--- src/rtl/ccbr_pkg.sv ---
// Package: shared types and sizes for the condition-code branch unit.
// Assumes: the condition code is 2 bits and the mask carries one bit per code.
package ccbr_pkg;
    localparam int CC_W   = 2;
    localparam int N_CC   = 1 << CC_W;
    localparam int MASK_W = N_CC;

    typedef enum logic [CC_W-1:0] {
        CC_ZERO = 2'b00,
        CC_LOW  = 2'b01,
        CC_HIGH = 2'b10,
        CC_OVF  = 2'b11
    } cc_e;
endpackage

--- src/rtl/ccbr_cc_gen.sv ---
// Module: ccbr_cc_gen
// Works out the condition code that a compare or test produces, and whether
// the stored code is written this cycle. A branch request suppresses both
// writes. A compare wins over a test.
// Assumes: compare operands are unsigned and the test operand is two's complement.
module ccbr_cc_gen
    import ccbr_pkg::*;
#(
    parameter int DATA_W = 32
) (
    input  logic              cmp_req,
    input  logic [DATA_W-1:0] cmp_a,
    input  logic [DATA_W-1:0] cmp_b,
    input  logic              tst_req,
    input  logic [DATA_W-1:0] tst_val,
    input  logic              br_req,
    output logic              cc_we,
    output cc_e               cc_new
);
    localparam int SIGN_BIT = DATA_W - 1;

    cc_e cmp_cc;
    cc_e tst_cc;

    // Purpose: classify the unsigned comparison of the two operands.
    always_comb begin
        if (cmp_a == cmp_b)     cmp_cc = CC_ZERO;
        else if (cmp_a < cmp_b) cmp_cc = CC_LOW;
        else                    cmp_cc = CC_HIGH;
    end

    // Purpose: classify the signed test operand as zero, negative or positive.
    always_comb begin
        if (tst_val == '0)        tst_cc = CC_ZERO;
        else if (tst_val[SIGN_BIT]) tst_cc = CC_LOW;
        else                      tst_cc = CC_HIGH;
    end

    // Purpose: apply the request priority (branch, then compare, then test).
    always_comb begin
        cc_we  = !br_req && (cmp_req || tst_req);
        cc_new = cmp_req ? cmp_cc : tst_cc;
    end
endmodule

--- src/rtl/ccbr_branch_eval.sv ---
// Module: ccbr_branch_eval
// Decides whether a branch is taken. Each condition code has a slot; the slot
// for code g reads mask bit (MASK_W-1-g), so the mask's top bit belongs to code 00.
// Assumes: exactly one slot matches the current code.
module ccbr_branch_eval
    import ccbr_pkg::*;
(
    input  cc_e               cc,
    input  logic [MASK_W-1:0] mask,
    output logic              taken
);
    logic [N_CC-1:0] hit;

    for (genvar g = 0; g < N_CC; g++) begin : g_slot
        // Purpose: the slot fires when the code matches g and its mask bit is set.
        always_comb hit[g] = mask[MASK_W-1-g] && (cc == cc_e'(g));
    end

    // Purpose: merge the per-code slots into the branch decision.
    always_comb taken = |hit;
endmodule

--- src/rtl/ccbr_addr_seq.sv ---
// Module: ccbr_addr_seq
// Holds the instruction address and the registered taken flag. A taken branch
// loads the target with bit 0 cleared. A branch that is not taken advances the
// address by INSTR_LEN. Without a branch the address holds.
// Assumes: reset is synchronous and active low.
module ccbr_addr_seq #(
    parameter int              ADDR_W    = 24,
    parameter int              INSTR_LEN = 4,
    parameter logic [ADDR_W-1:0] RESET_VEC = 24'h001000
) (
    input  logic              clk,
    input  logic              rst_n,
    input  logic              br_req,
    input  logic              taken,
    input  logic [ADDR_W-1:0] target,
    output logic [ADDR_W-1:0] addr_q,
    output logic              taken_q
);
    localparam logic [ADDR_W-1:0] STEP     = ADDR_W'(INSTR_LEN);
    localparam logic [ADDR_W-1:0] EVEN_MSK = ~ADDR_W'(1);
    localparam logic [ADDR_W-1:0] RST_ADDR = RESET_VEC & EVEN_MSK;

    logic [ADDR_W-1:0] tgt_even;

    // Purpose: align the target to an even address.
    always_comb tgt_even = target & EVEN_MSK;

    // Purpose: update the instruction address and the taken flag each cycle.
    always_ff @(posedge clk) begin
        if (!rst_n) begin
            addr_q  <= RST_ADDR;
            taken_q <= 1'b0;
        end else begin
            taken_q <= br_req && taken;
            if (br_req) addr_q <= taken ? tgt_even : addr_q + STEP;
        end
    end

    // Assertions: address sequencing
    a_r5_taken_loads_target: assert property (@(posedge clk) disable iff (!rst_n)
        (br_req && taken) |=> (taken_q && addr_q == $past(tgt_even)));
    a_r6_fallthrough_steps: assert property (@(posedge clk) disable iff (!rst_n)
        (br_req && !taken) |=> (!taken_q && addr_q == $past(addr_q) + STEP));
    a_r11_idle_holds: assert property (@(posedge clk) disable iff (!rst_n)
        !br_req |=> (!taken_q && $stable(addr_q)));
    a_r5_addr_even: assert property (@(posedge clk) disable iff (!rst_n)
        addr_q[0] == 1'b0);
endmodule

--- src/rtl/ccbr_unit.sv ---
// Module: ccbr_unit (top)
// Condition-code branch resolution unit. Holds the condition code, which is
// written by compares and tests, and resolves branch-on-condition requests
// against it to give the next instruction address.
// Assumes: the upstream pipeline issues at most one request per cycle. If
// requests coincide, the priority is branch, then compare, then test.
module ccbr_unit
    import ccbr_pkg::*;
#(
    parameter int                DATA_W    = 32,
    parameter int                ADDR_W    = 24,
    parameter int                INSTR_LEN = 4,
    parameter logic [ADDR_W-1:0] RESET_VEC = 24'h001000
) (
    input  logic              clk,
    input  logic              rst_n,
    input  logic              cmp_req,
    input  logic [DATA_W-1:0] cmp_a,
    input  logic [DATA_W-1:0] cmp_b,
    input  logic              tst_req,
    input  logic [DATA_W-1:0] tst_val,
    input  logic              br_req,
    input  logic [MASK_W-1:0] br_mask,
    input  logic [ADDR_W-1:0] br_target,
    output logic [ADDR_W-1:0] next_addr,
    output logic              br_taken
);
    cc_e  cc_q;
    cc_e  cc_new;
    logic cc_we;
    logic taken_now;

    ccbr_cc_gen #(.DATA_W(DATA_W)) u_cc_gen (
        .cmp_req (cmp_req),
        .cmp_a   (cmp_a),
        .cmp_b   (cmp_b),
        .tst_req (tst_req),
        .tst_val (tst_val),
        .br_req  (br_req),
        .cc_we   (cc_we),
        .cc_new  (cc_new)
    );

    // Purpose: hold the condition code and write it on compare or test.
    always_ff @(posedge clk) begin
        if (!rst_n)     cc_q <= CC_ZERO;
        else if (cc_we) cc_q <= cc_new;
    end

    ccbr_branch_eval u_eval (
        .cc    (cc_q),
        .mask  (br_mask),
        .taken (taken_now)
    );

    ccbr_addr_seq #(
        .ADDR_W    (ADDR_W),
        .INSTR_LEN (INSTR_LEN),
        .RESET_VEC (RESET_VEC)
    ) u_addr (
        .clk     (clk),
        .rst_n   (rst_n),
        .br_req  (br_req),
        .taken   (taken_now),
        .target  (br_target),
        .addr_q  (next_addr),
        .taken_q (br_taken)
    );

    // Assertions: decision and condition-code guards
    a_r7_mask_zero_never: assert property (@(posedge clk) disable iff (!rst_n)
        (br_req && br_mask == '0) |=> !br_taken);
    a_r7_mask_full_always: assert property (@(posedge clk) disable iff (!rst_n)
        (br_req && br_mask == '1) |=> br_taken);
    a_r9_branch_keeps_cc: assert property (@(posedge clk) disable iff (!rst_n)
        br_req |=> $stable(cc_q));
    a_r2_equal_gives_zero: assert property (@(posedge clk) disable iff (!rst_n)
        (cmp_req && !br_req && cmp_a == cmp_b) |=> (cc_q == CC_ZERO));
    a_r10_idle_keeps_cc: assert property (@(posedge clk) disable iff (!rst_n)
        (!cmp_req && !tst_req) |=> $stable(cc_q));
endmodule

--- config.mk ---
export PLATFORM = sky130hd
export DESIGN_NAME = ccbr_unit
export DESIGN_NICKNAME = d
export VERILOG_FILES = /design/src/rtl/ccbr_pkg.sv /design/src/rtl/ccbr_cc_gen.sv /design/src/rtl/ccbr_branch_eval.sv /design/src/rtl/ccbr_addr_seq.sv /design/src/rtl/ccbr_unit.sv
export SDC_FILE = /design/constraint.sdc
export NUM_CORES = 1
export LEC_CHECK = 0
export BUFFER_PORTS_ARGS = -buffer_cell sky130_fd_sc_hd__buf_2
export CAP_MARGIN = 20
export CELL_PAD_IN_SITES_DETAIL_PLACEMENT = 1
export CELL_PAD_IN_SITES_GLOBAL_PLACEMENT = 1
export CORE_MARGIN = 1.5
export CORE_UTILIZATION = 29
export DETAILED_ROUTE_END_ITERATION = 12
export GPL_ROUTABILITY_DRIVEN = 0
export PLACE_DENSITY = 0.88
export REMOVE_ABC_BUFFERS = 1
export SKIP_CTS_REPAIR_TIMING = 1
export SLEW_MARGIN = 20
export SYNTH_ARGS = -nofsm -noshare
export SYNTH_HDL_FRONTEND = slang
export SYNTH_SLANG_ARGS = --single-unit
--- constraint.sdc ---
create_clock -name clk -period 2.2 [get_ports clk]
set_input_delay 0.11 -clock clk [delete_from_list [all_inputs] [get_ports clk]]
set_output_delay 0.11 -clock clk [all_outputs]
set_load 0.005 [all_outputs]
Word level (Yosys, flattened, before mapping)
Index checks and enable logic that the tools add are counted.
Word-level totals
  register bits: 27
  output and inout bits: 25
  bits of input ports: 129
Operators by class
  magnitude comparators: 1
  $add $sub $neg: 1
  reduce and logical (&&, ||, !) cells: 11
  equality and inequality tests: 4
  multiplexer cells: 6
Operators by type and width (number)
  == test 32 bit: 1
  zero test 32 bit: 1
  less-than comparator 32 bit: 1
  adder 24 x 3 -> 24 bit, second input constant: 1
  2-to-1 mux 24 bit: 1
  2-to-1 mux 2 bit: 5
  logical AND 1 bit: 6
  == test 2 bit, second input constant: 2
  OR reduction 4 bit: 1
  == test 2 x 1 -> 1 bit, second input constant: 1
  zero test 2 bit: 1
  zero test 1 bit: 1
  logical OR 1 bit: 1

Depth between registers and ports, before layout
Gate-level depths: netlist of the first run.
  depth in word-level cells: 4
  gate-level depth with buffers: 8

By module
A second synthesis of the first run with hierarchy kept.
Unflattened totals
  cell total of the unflattened synthesis: 332
  area, all modules: 2598.7 um2
By module, submodules not included
  ccbr_addr_seq: area each 1561.5 um2, times used 1, sequential area each 480.5 um2, cells an instance 194
  ccbr_cc_gen: area each 942.2 um2, times used 1, sequential area each 0.0 um2, cells an instance 131
  ccbr_unit: area each 72.6 um2, times used 1, sequential area each 40.0 um2, cells an instance 6
  ccbr_branch_eval: area each 22.5 um2, times used 1, sequential area each 0.0 um2, cells an instance 1

Least setup slack after synthesis of the first run
OpenSTA, ideal clock, no wires.
  path kind: flip-flop to flip-flop
  start point: register u_addr.addr_q[9]
  end point: register u_addr.addr_q[23]
  period minus slack after synthesis: 1.692 ns
  buffers on the path: 0
  arrival: 1.577 ns
  stages on the path, launching flop included: 7
  library setup time: 0.115 ns
  slack: 0.508 ns
  cell sequence: dfxtp_1 > and4_4 > nand4_4 > or3_4 > o21ai_0 > a21boi_0 > o21a_1
On the way
  cells in the longest elaborated chain, start to end: 2
RTL lines
  start: declaration: RTL line ccbr_addr_seq.sv:16  | output logic [ADDR_W-1:0] addr_q,
  start signal: assignment: RTL line ccbr_addr_seq.sv:35  | if (br_req) addr_q <= taken ? tgt_even : addr_q + STEP;
  adder 24 x 3 -> 24 bit: RTL line ccbr_addr_seq.sv:35
  2-to-1 mux 24 bit: RTL line ccbr_addr_seq.sv:35
Every way passes these cells.
A chain may end at the register's enable or synchronous reset.

Worst setup path in the final report of the first run
  start point: register u_addr.addr_q[10]
  end point: register u_addr.addr_q[22]
Same word-level chain as after synthesis.

==> results of run 1 <==
[worst max-delay path: stages, from the launching register on]
cell and delay (ns):
dfxtp_1 0.43, and4_4 0.29, nand4_4 0.14, nor3_1 0.44, a31oi_1 0.14, a41oi_1 0.17
a31oi_1 0.10
[routing by layer]
layer	share of wire	vias to the layer above
li1	-	1518
met1	0.40	1432
met2	0.52	103
met3	0.061	13
met4	0.016	0
met5	0	-
[area by class of cell]
class | count | area, um2
Clock buffer | 3 | 41.29
Tap cell | 105 | 131.4
Fill cell | 1086 | 4816
Timing Repair Buffer | 159 | 815.8
Sequential cell | 26 | 520.5
Multi-Input combinational cell | 256 | 1712
Inverter | 37 | 138.9
[cell families (layout without fill, tap and decap cells)]
group	after synthesis	after routing	synth area share
adders and majority gates	33	33	0.1701
muxes	5	5	0.02268
DFF	26	26	0.2144
and+or+nand+nor	117	117	0.2474
AOI/OAI and AO/OA	100	100	0.2634
buffers and inverters	50	199	0.08041
other	1	1	0.001545
[stage by stage]
stage,worst slack (ns),util,instances
floorplan,0.2418,-,319
global placement,0.3290,0.4059,583
global route,0.1492,0.4109,586
finish,0.3447,0.4109,586
detailed placement,0.2979,0.4059,583
CTS,0.3318,0.4109,586
[worst max path at each step]
stage | to | slack [ns] | startpoint | depth (start not counted)
floorplan | u_addr.addr_q[23] | 0.24 | cc_q[1] | 5
global placement | cc_q[1] | 0.33 | cmp_b[27] | 10
detailed placement | cc_q[1] | 0.30 | cmp_b[30] | 10
CTS | u_addr.addr_q[22] | 0.33 | u_addr.addr_q[10] | 6
global route | u_addr.addr_q[12] | 0.15 | cc_q[1] | 6
finish | u_addr.addr_q[22] | 0.34 | u_addr.addr_q[10] | 6
[Yosys cell counts, types with 2 or more instances]
cell type / count / area (um2)
mux2i_1: 3 / 30.03
a31oi_1: 4 / 25.02
nor3_1: 6 / 30.03
a22oi_1: 8 / 60.06
a21oi_1: 24 / 120.1
inv_1: 36 / 135.1
and3_1: 4 / 25.02
a311oi_1: 2 / 17.52
o31ai_1: 4 / 30.03
nor2_1: 21 / 78.83
nand2_1: 37 / 138.9
nand3b_1: 2 / 15.01
o41ai_1: 2 / 17.52
nand4_1: 12 / 75.07
o21ai_0: 29 / 145.1
a211oi_1: 4 / 30.03
a21boi_0: 4 / 30.03
dfxtp_1: 26 / 520.5
o21a_1: 4 / 30.03
o22ai_1: 2 / 12.51
nand3_1: 13 / 65.06
o31a_1: 2 / 17.52
nor4_1: 9 / 56.30
nand2b_1: 2 / 12.51
buf_2: 3 / 15.01
clkbuf_1: 9 / 33.78
or3_1: 3 / 18.77
ha_1: 33 / 412.9
o211ai_1: 2 / 15.01
[flip-flops by register name (all words and copies together), names as in the netlist]
register,flops
cc_q,2
u_addr.addr_q,23
u_addr.taken_q,1
[power by group through the flow]
stage               sequential [mW]  clock, mW  combinational (mW)
floorplan                     0.560          0               0.248
global placement              0.562          0               0.471
detailed placement            0.565          0               0.500
CTS                           0.554      0.286               0.503
global route                  0.561      0.302               0.566
finish                        0.555      0.278               0.496
[cells in the final DEF (no fill, tap or decap), types with 8 or more instances in the layout]
master / synthesis / final
a22oi_1: 8 / 8
buf_2: 3 / 151
nand2_1: 37 / 37
o21ai_0: 29 / 29
nor4_1: 9 / 9
ha_1: 33 / 33
nor2_1: 21 / 21
dfxtp_1: 26 / 26
a21oi_1: 24 / 24
inv_1: 36 / 36
nand3_1: 13 / 13
buf_4: 1 / 8
nand4_1: 12 / 12
==> results.json, run 1 <==
{
  "r2r_start": "u_addr.addr_q[10]",
  "synth_edf_count": 0,
  "final-hold-violation-count": 0,
  "syn-cell-area_um2": 2427,
  "cp-end-kind": "flip-flop",
  "yosysWarnings": 0,
  "rsz0062_at_grt": "no",
  "arrival_ns": 2.00,
  "num_antenna_cells": 0,
  "path_max_fanout": 6,
  "ant_nets": 0,
  "coreArea_um2": 8175,
  "final_cell_area_um2": 3359,
  "pwr-share-comb": 0.373,
  "clock_sinks": 26,
  "worstSkewPairLatency_ns": 0.27,
  "use_met2": 0.3699,
  "setup.worst_path.start_class": "flip-flop",
  "p_per_area_nw_per_um2": 395.6,
  "grt_pass1_wl_mm": 13.68,
  "die_area_um2": 8928,
  "synthArstFlopShare": 0,
  "antenna_found_initial": 0,
  "p_int_mw": 0.8721,
  "ys.flop_type": "dfxtp_1",
  "met1_usage": 0.2087,
  "hold_path.class": "in -> reg",
  "numCtsBuffers": 3,
  "syn_to_final_growth_pct": 38.40,
  "grt_max_degree": 44,
  "io_pins": 154,
  "synth-seq-cells": 26,
  "total_power_mw": 1.329,
  "hold_start": "br_target[3]",
  "synth.distinct_cells": 51,
  "r2r_slack_ns": 0.34,
  "setup_viol": 0,
  "vias": 3066,
  "portBuffers": 151,
  "p_leak_nw": 1.691,
  "start_util": 0.2969,
  "grt_usage": 0.1882,
  "path_class": "reg -> reg",
  "drive_above_1_share": 0.3555,
  "clkTransAtPathRegs_ns": 0.09,
  "die_x_um": 94.49,
  "timing.fmax_mhz": 539.0,
  "wl_per_cell_um": 14.40,
  "grt_pass1_vias": 3154,
  "placement.cell_area_um2": 3318,
  "grt-ovfl-total": 0,
  "viasPerCell": 5.232,
  "dr.pass1.iters": 5,
  "status": "finished clean",
  "slew_headroom": 0.5233,
  "cts_tree": "built",
  "min_to": "u_addr.addr_q[3]",
  "row_count": 33,
  "finalSetupTns_ns": 0,
  "cts_max_path_buffers": 2,
  "r2r-end": "u_addr.addr_q[22]",
  "tightest_slew_ns": 0.7150,
  "fp.dieH_um": 94.49,
  "fin_crit_sh": 0.8433,
  "route.detailed.drc": 0,
  "power.switching_mw": 0.4570,
  "hold_depth": 3,
  "yosysSeqAreaShare": 0.2144,
  "use_met3": 0.02496,
  "synth_area_per_cell_um2": 7.311,
  "cts_max_level": 1,
  "period_needed_ns": 1.855,
  "nets": 645,
  "synthCells": 332,
  "wl_mm": 8.436,
  "rr_worst_depth": 6,
  "drt-initial-drc-count": 65,
  "root_buffer": "clkbuf_8",
  "clock_skew_ns": 0.003752,
  "pwr-share-seq": 0.417,
  "max_cap_viol_count": 0,
  "clkPwrFrac": 0.209,
  "fin_hold_ws_ns": 0.1044,
  "grt.busiest_layer": "met2",
  "swShare": 0.3438,
  "maxSlewViolCount": 0,
  "ir_drop_uv": 222.1,
  "cp.required_ns": 2.35,
  "place_hpwl_mm": 7.188
}
(Power assumes the default switching activity.)
==> run 2: changes to the inputs <==
--- a/config.mk
+++ b/config.mk
@@ -5,15 +5,16 @@
 export SDC_FILE = /design/constraint.sdc
 export NUM_CORES = 1
 export LEC_CHECK = 0
+export ABC_AREA = 1
 export BUFFER_PORTS_ARGS = -buffer_cell sky130_fd_sc_hd__buf_2
 export CAP_MARGIN = 20
 export CELL_PAD_IN_SITES_DETAIL_PLACEMENT = 1
 export CELL_PAD_IN_SITES_GLOBAL_PLACEMENT = 1
 export CORE_MARGIN = 1.5
-export CORE_UTILIZATION = 29
+export CORE_UTILIZATION = 26
 export DETAILED_ROUTE_END_ITERATION = 12
 export GPL_ROUTABILITY_DRIVEN = 0
-export PLACE_DENSITY = 0.88
+export PLACE_DENSITY = 0.83
 export REMOVE_ABC_BUFFERS = 1
 export SKIP_CTS_REPAIR_TIMING = 1
 export SLEW_MARGIN = 20
==> constraint.sdc (replaced) <==
create_clock -name clk -period 1.6 [get_ports clk]
set_input_delay 0.08 -clock clk [delete_from_list [all_inputs] [get_ports clk]]
set_output_delay 0.08 -clock clk [all_outputs]
set_load 0.005 [all_outputs]
==> results.json, run 2 <==
{
  "syn_to_final_growth_pct": 42.39,
  "portBuffers": 151,
  "cts_tree": "built",
  "timing.fmax_mhz": 672.0,
  "rr_worst_depth": 8,
  "drt-initial-drc-count": 99,
  "dr.pass1.iters": 4,
  "die_area_um2": 11050,
  "path_depth": 8,
  "synth_top_area_share": 0.1919,
  "cts_max_path_buffers": 2,
  "yosys-top-cells-area": "dfxtp_1 (19%), nand2_1 (15%), ha_1 (15%)",
  "nets": 771,
  "yosys.cell_count.top_type": "nand2_1",
  "fin_util": 0.3775,
  "setup.worst_path.start_class": "flip-flop",
  "clkTransAtPathRegs_ns": 0.10,
  "synthCells": 443,
  "grt-ovfl-total": 0,
  "grt_max_degree": 17,
  "grt_pass1_vias": 3817,
  "start_util": 0.2651,
  "arrival_ns": 1.70,
  "clock_sinks": 26,
  "drive_above_1_share": 0.3569,
  "route.detailed.drc": 0,
  "r2r_start": "u_addr.addr_q[7]",
  "setup_viol": 0,
  "rsz0062_at_grt": "no",
  "p_int_mw": 1.313,
  "antenna_found_initial": 0,
  "ys.flop_type": "dfxtp_1",
  "synth_area_leader_cell": "dfxtp_1",
  "final_cell_mix": "buf_2 (151), nand2_1 (110), inv_1 (66), nor2_1 (48), a21oi_1 (35)",
  "io_pins": 154,
  "synth_area_per_cell_um2": 6.123,
  "synth.distinct_cells": 38,
  "wl_per_cell_um": 13.63,
  "yosysSeqAreaShare": 0.1919,
  "period_needed_ns": 1.488,
  "cpPeakStageDelay_ns": 0.40,
  "wl_mm": 10.14,
  "cp-end-kind": "flip-flop",
  "pwr-share-seq": 0.389,
  "worstSkewPairLatency_ns": 0.28,
  "hold_depth": 3,
  "grt_pass1_wl_mm": 17.23,
  "num_antenna_cells": 0,
  "place_hpwl_mm": 8.793,
  "vias": 3565,
  "p_leak_nw": 2.071,
  "row_count": 37,
  "r2r_slack_ns": 0.11,
  "top_regs": "u_addr.addr_q x23, cc_q x2, u_addr.taken_q x1",
  "cp.required_ns": 1.81,
  "post-place-ws_ns": 0.03792,
  "yosysWarnings": 0,
  "final_common_cell": "buf_2",
  "synthArstFlopShare": 0,
  "r2r-end": "u_addr.addr_q[15]",
  "maxSlewViolCount": 0,
  "swShare": 0.3565,
  "fin_ws_ns": 0.1119,
  "synth_edf_count": 0,
  "ir_drop_uv": 291.9,
  "finalSetupTns_ns": 0,
  "path_max_fanout": 6,
  "viasPerCell": 4.792,
  "min_to": "u_addr.addr_q[1]",
  "path_class": "reg -> reg",
  "pwr-share-comb": 0.391,
  "critPathBufInv": 2,
  "status": "finished clean",
  "fp.dieH_um": 105.1,
  "fin_crit_sh": 0.9300,
  "numCtsBuffers": 3,
  "top_register": "u_addr.addr_q",
  "yosys-top-cells-count": "nand2_1 (111), inv_1 (67), nor2_1 (51)",
  "root_buffer": "clkbuf_8",
  "coreArea_um2": 10230,
  "path_cells": "inv_1 > nor3_4 > nand2_2 > inv_2 > nand3_2 > o21ai_2 > nand3_1 > a21oi_1",
  "ant_nets": 0,
  "syn-cell-area_um2": 2713,
  "die_x_um": 105.1,
  "synth-seq-cells": 26,
  "clkPwrFrac": 0.220,
  "cts_max_level": 1,
  "largest_reg_flops": 23,
  "final-hold-violation-count": 0,
  "clock_skew_ns": 0.007504,
  "p_per_area_nw_per_um2": 528.4,
  "grt_usage": 0.1867,
  "cpLargestDelayFamily": "simple AND/OR/NAND/NOR gates",
  "hold_path.class": "in -> reg",
  "max_cap_viol_count": 0,
  "hold_start": "br_target[1]",
  "power.switching_mw": 0.7275,
  "critPathSlowestCell": "dfxtp_2"
}
-- run 2: worst max path at each step --
stage	startpoint	to
6_report	u_addr.addr_q[7]	u_addr.addr_q[15]
5_1_grt	cc_q[0]	u_addr.addr_q[10]
4_1_cts	u_addr.addr_q[7]	u_addr.addr_q[15]
3_5_place_dp	u_addr.addr_q[7]	u_addr.addr_q[15]
3_3_place_gp	u_addr.addr_q[14]	u_addr.addr_q[20]
2_1_floorplan	u_addr.addr_q[2]	u_addr.addr_q[14]
-- run 2: final cells by class --
class | instances | area, um2
clock buffer | 4 | 55.05
fill | 1403 | 6369
inverter | 73 | 274.0
multi-input combinational | 335 | 1909
sequential | 26 | 543.0
tap | 136 | 170.2
timing repair buffer | 170 | 910.9
-- run 2: worst reg2reg max path, stage by stage, from the launching register on --
cell and delay, ns:
dfxtp_2 0.40, inv_1 0.09, nor3_4 0.22, nand2_2 0.14, inv_2 0.10, nand3_2 0.11, o21ai_2 0.15, nand3_1 0.09
a21oi_1 0.13
-- run 2: per-stage QoR --
step,hold WS (ns),std cells,cell area (um2),power [mW]
floorplan,0.1776,434,2658,1.168
global placement,0.3070,738,3711,1.535
detailed placement,0.3292,738,3711,1.580
CTS,0.03112,742,3766,2.031
global route,0.05181,744,3862,2.208
finish,0.03466,744,3862,2.041
-- run 2: power groups by stage --
stage,combinational [mW],clock (mW),sequential (mW)
after floorplan,0.374,0,0.794
after global placement,0.742,0,0.793
after detailed placement,0.781,0,0.799
after CTS,0.786,0.461,0.785
after global routing,0.906,0.495,0.807
final,0.798,0.448,0.795
-- run 2: logic make-up after synthesis --
| kind of cell | Yosys count | share of synthesized area |
|---|---|---|
| simple gates | 223 | 0.3644 |
| buf+inv | 82 | 0.1213 |
| compound gates | 73 | 0.1527 |
| fa+ha+maj | 33 | 0.1522 |
| flops | 26 | 0.1919 |
| xor+xnor | 5 | 0.01615 |
| other cells | 1 | 0.001382 |
-- run 2: metal layers --
layer	vias up	part of all wire	global-route usage	routed length (um)
met2	120	0.53	0.3651	5380
met1	1667	0.40	0.2117	4074
met4	0	0.016	0.04403	159
li1	1761	-	-	-
met5	-	0	0	0
met3	17	0.052	0.02246	525
==> run 3: changes to the inputs <==
==> constraint.sdc (replaced) <==
create_clock -name clk -period 1.3 [get_ports clk]
set_input_delay 0.065 -clock clk [delete_from_list [all_inputs] [get_ports clk]]
set_output_delay 0.065 -clock clk [all_outputs]
set_load 0.005 [all_outputs]
==> results.json, run 3 (synthesis results as in run 2) <==
{
  "cts_max_level": 1,
  "largest_reg_flops": 23,
  "start_util": 0.2651,
  "period_needed_ns": 1.506,
  "maxSlewViolCount": 0,
  "hold_path.class": "in -> reg",
  "path_max_fanout": 4,
  "clock_skew_ns": 0.008652,
  "fp.dieH_um": 105.1,
  "finalSetupTns_ns": -2.486,
  "timing.fmax_mhz": 664.1,
  "io_pins": 154,
  "antenna_found_initial": 0,
  "route.detailed.drc": 0,
  "viasPerCell": 4.796,
  "rsz0062_at_grt": "yes",
  "post-place-ws_ns": -0.2375,
  "ant_nets": 0,
  "numCtsBuffers": 3,
  "p_leak_nw": 2.318,
  "ir_drop_uv": 376.2,
  "wl_mm": 11.40,
  "top_regs": "u_addr.addr_q x23, cc_q x2, u_addr.taken_q x1",
  "arrival_ns": 1.72,
  "place_hpwl_mm": 9.464,
  "grt_pass1_vias": 3968,
  "setup.worst_path.start_class": "flip-flop",
  "wl_per_cell_um": 14.56,
  "final_cell_mix": "buf_2 (151), nand2_1 (106), inv_1 (67), buf_4 (53), nor2_1 (44)",
  "grt_usage": 0.1978,
  "drive_above_1_share": 0.4266,
  "dr.pass1.iters": 4,
  "worstSkewPairLatency_ns": 0.28,
  "grt_max_degree": 17,
  "total_power_mw": 2.701,
  "p_per_area_nw_per_um2": 632.0,
  "violations": "setup timing",
  "die_x_um": 105.1,
  "drt-initial-drc-count": 126,
  "fin_hold_ws_ns": 0.008104,
  "root_buffer": "clkbuf_8",
  "syn_to_final_growth_pct": 57.56,
  "nets": 810,
  "grt_pass1_wl_mm": 17.95,
  "final-hold-violation-count": 0,
  "fin_crit_sh": 1.158,
  "grt-ovfl-total": 0,
  "path_class": "reg -> reg",
  "cts_tree": "built",
  "cts_max_path_buffers": 2,
  "vias": 3755,
  "cp-end-kind": "flip-flop",
  "cp.required_ns": 1.51,
  "max_cap_viol_count": 0,
  "portBuffers": 151,
  "r2r_slack_ns": -0.21,
  "fin_util": 0.4178,
  "setup_viol": 23,
  "row_count": 37,
  "status": "complete, but fails checks",
  "fin_ws_ns": -0.2057,
  "clock_sinks": 26,
  "final_common_cell": "buf_2",
  "num_antenna_cells": 0,
  "clkTransAtPathRegs_ns": 0.10,
  "top_register": "u_addr.addr_q",
  "coreArea_um2": 10230,
  "die_area_um2": 11050
}
-- run 3: path summary, 6_finish.rpt --
| path | startpoint | end | cells after the start |
|---|---|---|---|
| worst max-delay path | u_addr.addr_q[2] | u_addr.addr_q[14] | 9 |
| worst min-delay path | br_target[12] | u_addr.addr_q[12] | 3 |
| worst max register to register | u_addr.addr_q[2] | u_addr.addr_q[14] | 9 |
| worst min register to register | u_addr.addr_q[23] | u_addr.addr_q[23] | 2 |
-- run 3: through the flow --
step,instance area [um2],instances
6_report,4274,783
5_1_grt,4274,783
4_1_cts,4049,778
3_5_place_dp,3994,774
3_3_place_gp,3994,774
2_1_floorplan,2658,434
-- run 3: power by group --
group	internal [mW]	switching (mW)	total, mW	leakage, nW
combinational	0.575	0.590	1.16	2.07
clock	0.272	0.294	0.566	0.0288
sequential	0.879	0.0914	0.971	0.222
total	1.73	0.975	2.70	2.32
-- run 3: critical path, stage by stage (launching register included) --
cell and delay (ns):
dfxtp_2 0.37, ha_4 0.15, nand3_4 0.12, nor2_4 0.18, nand2_2 0.11, nor2_4 0.13, nand2_1 0.08, nand2_1 0.08
nand3_1 0.07, a21oi_1 0.16
-- run 3: routing by layer --
metal | vias up | track usage | share of wire | wire length, um
met5 | - | 0 | 0 | 0
met4 | 0 | 0.04207 | 0.028 | 314
met3 | 29 | 0.02308 | 0.045 | 515
met2 | 126 | 0.3959 | 0.53 | 6080
met1 | 1758 | 0.2193 | 0.39 | 4490
li1 | 1842 | - | - | -
-- run 3: area by class of cell --
| type | instances | area, um2 |
|---|---|---|
| inverters | 73 | 274.0 |
| repair buffers | 209 | 1219 |
| clock buffers | 4 | 55.05 |
| fillers | 1414 | 5957 |
| flip-flops and latches | 26 | 556.8 |
| multi-input cells | 335 | 1999 |
| well taps | 136 | 170.2 |
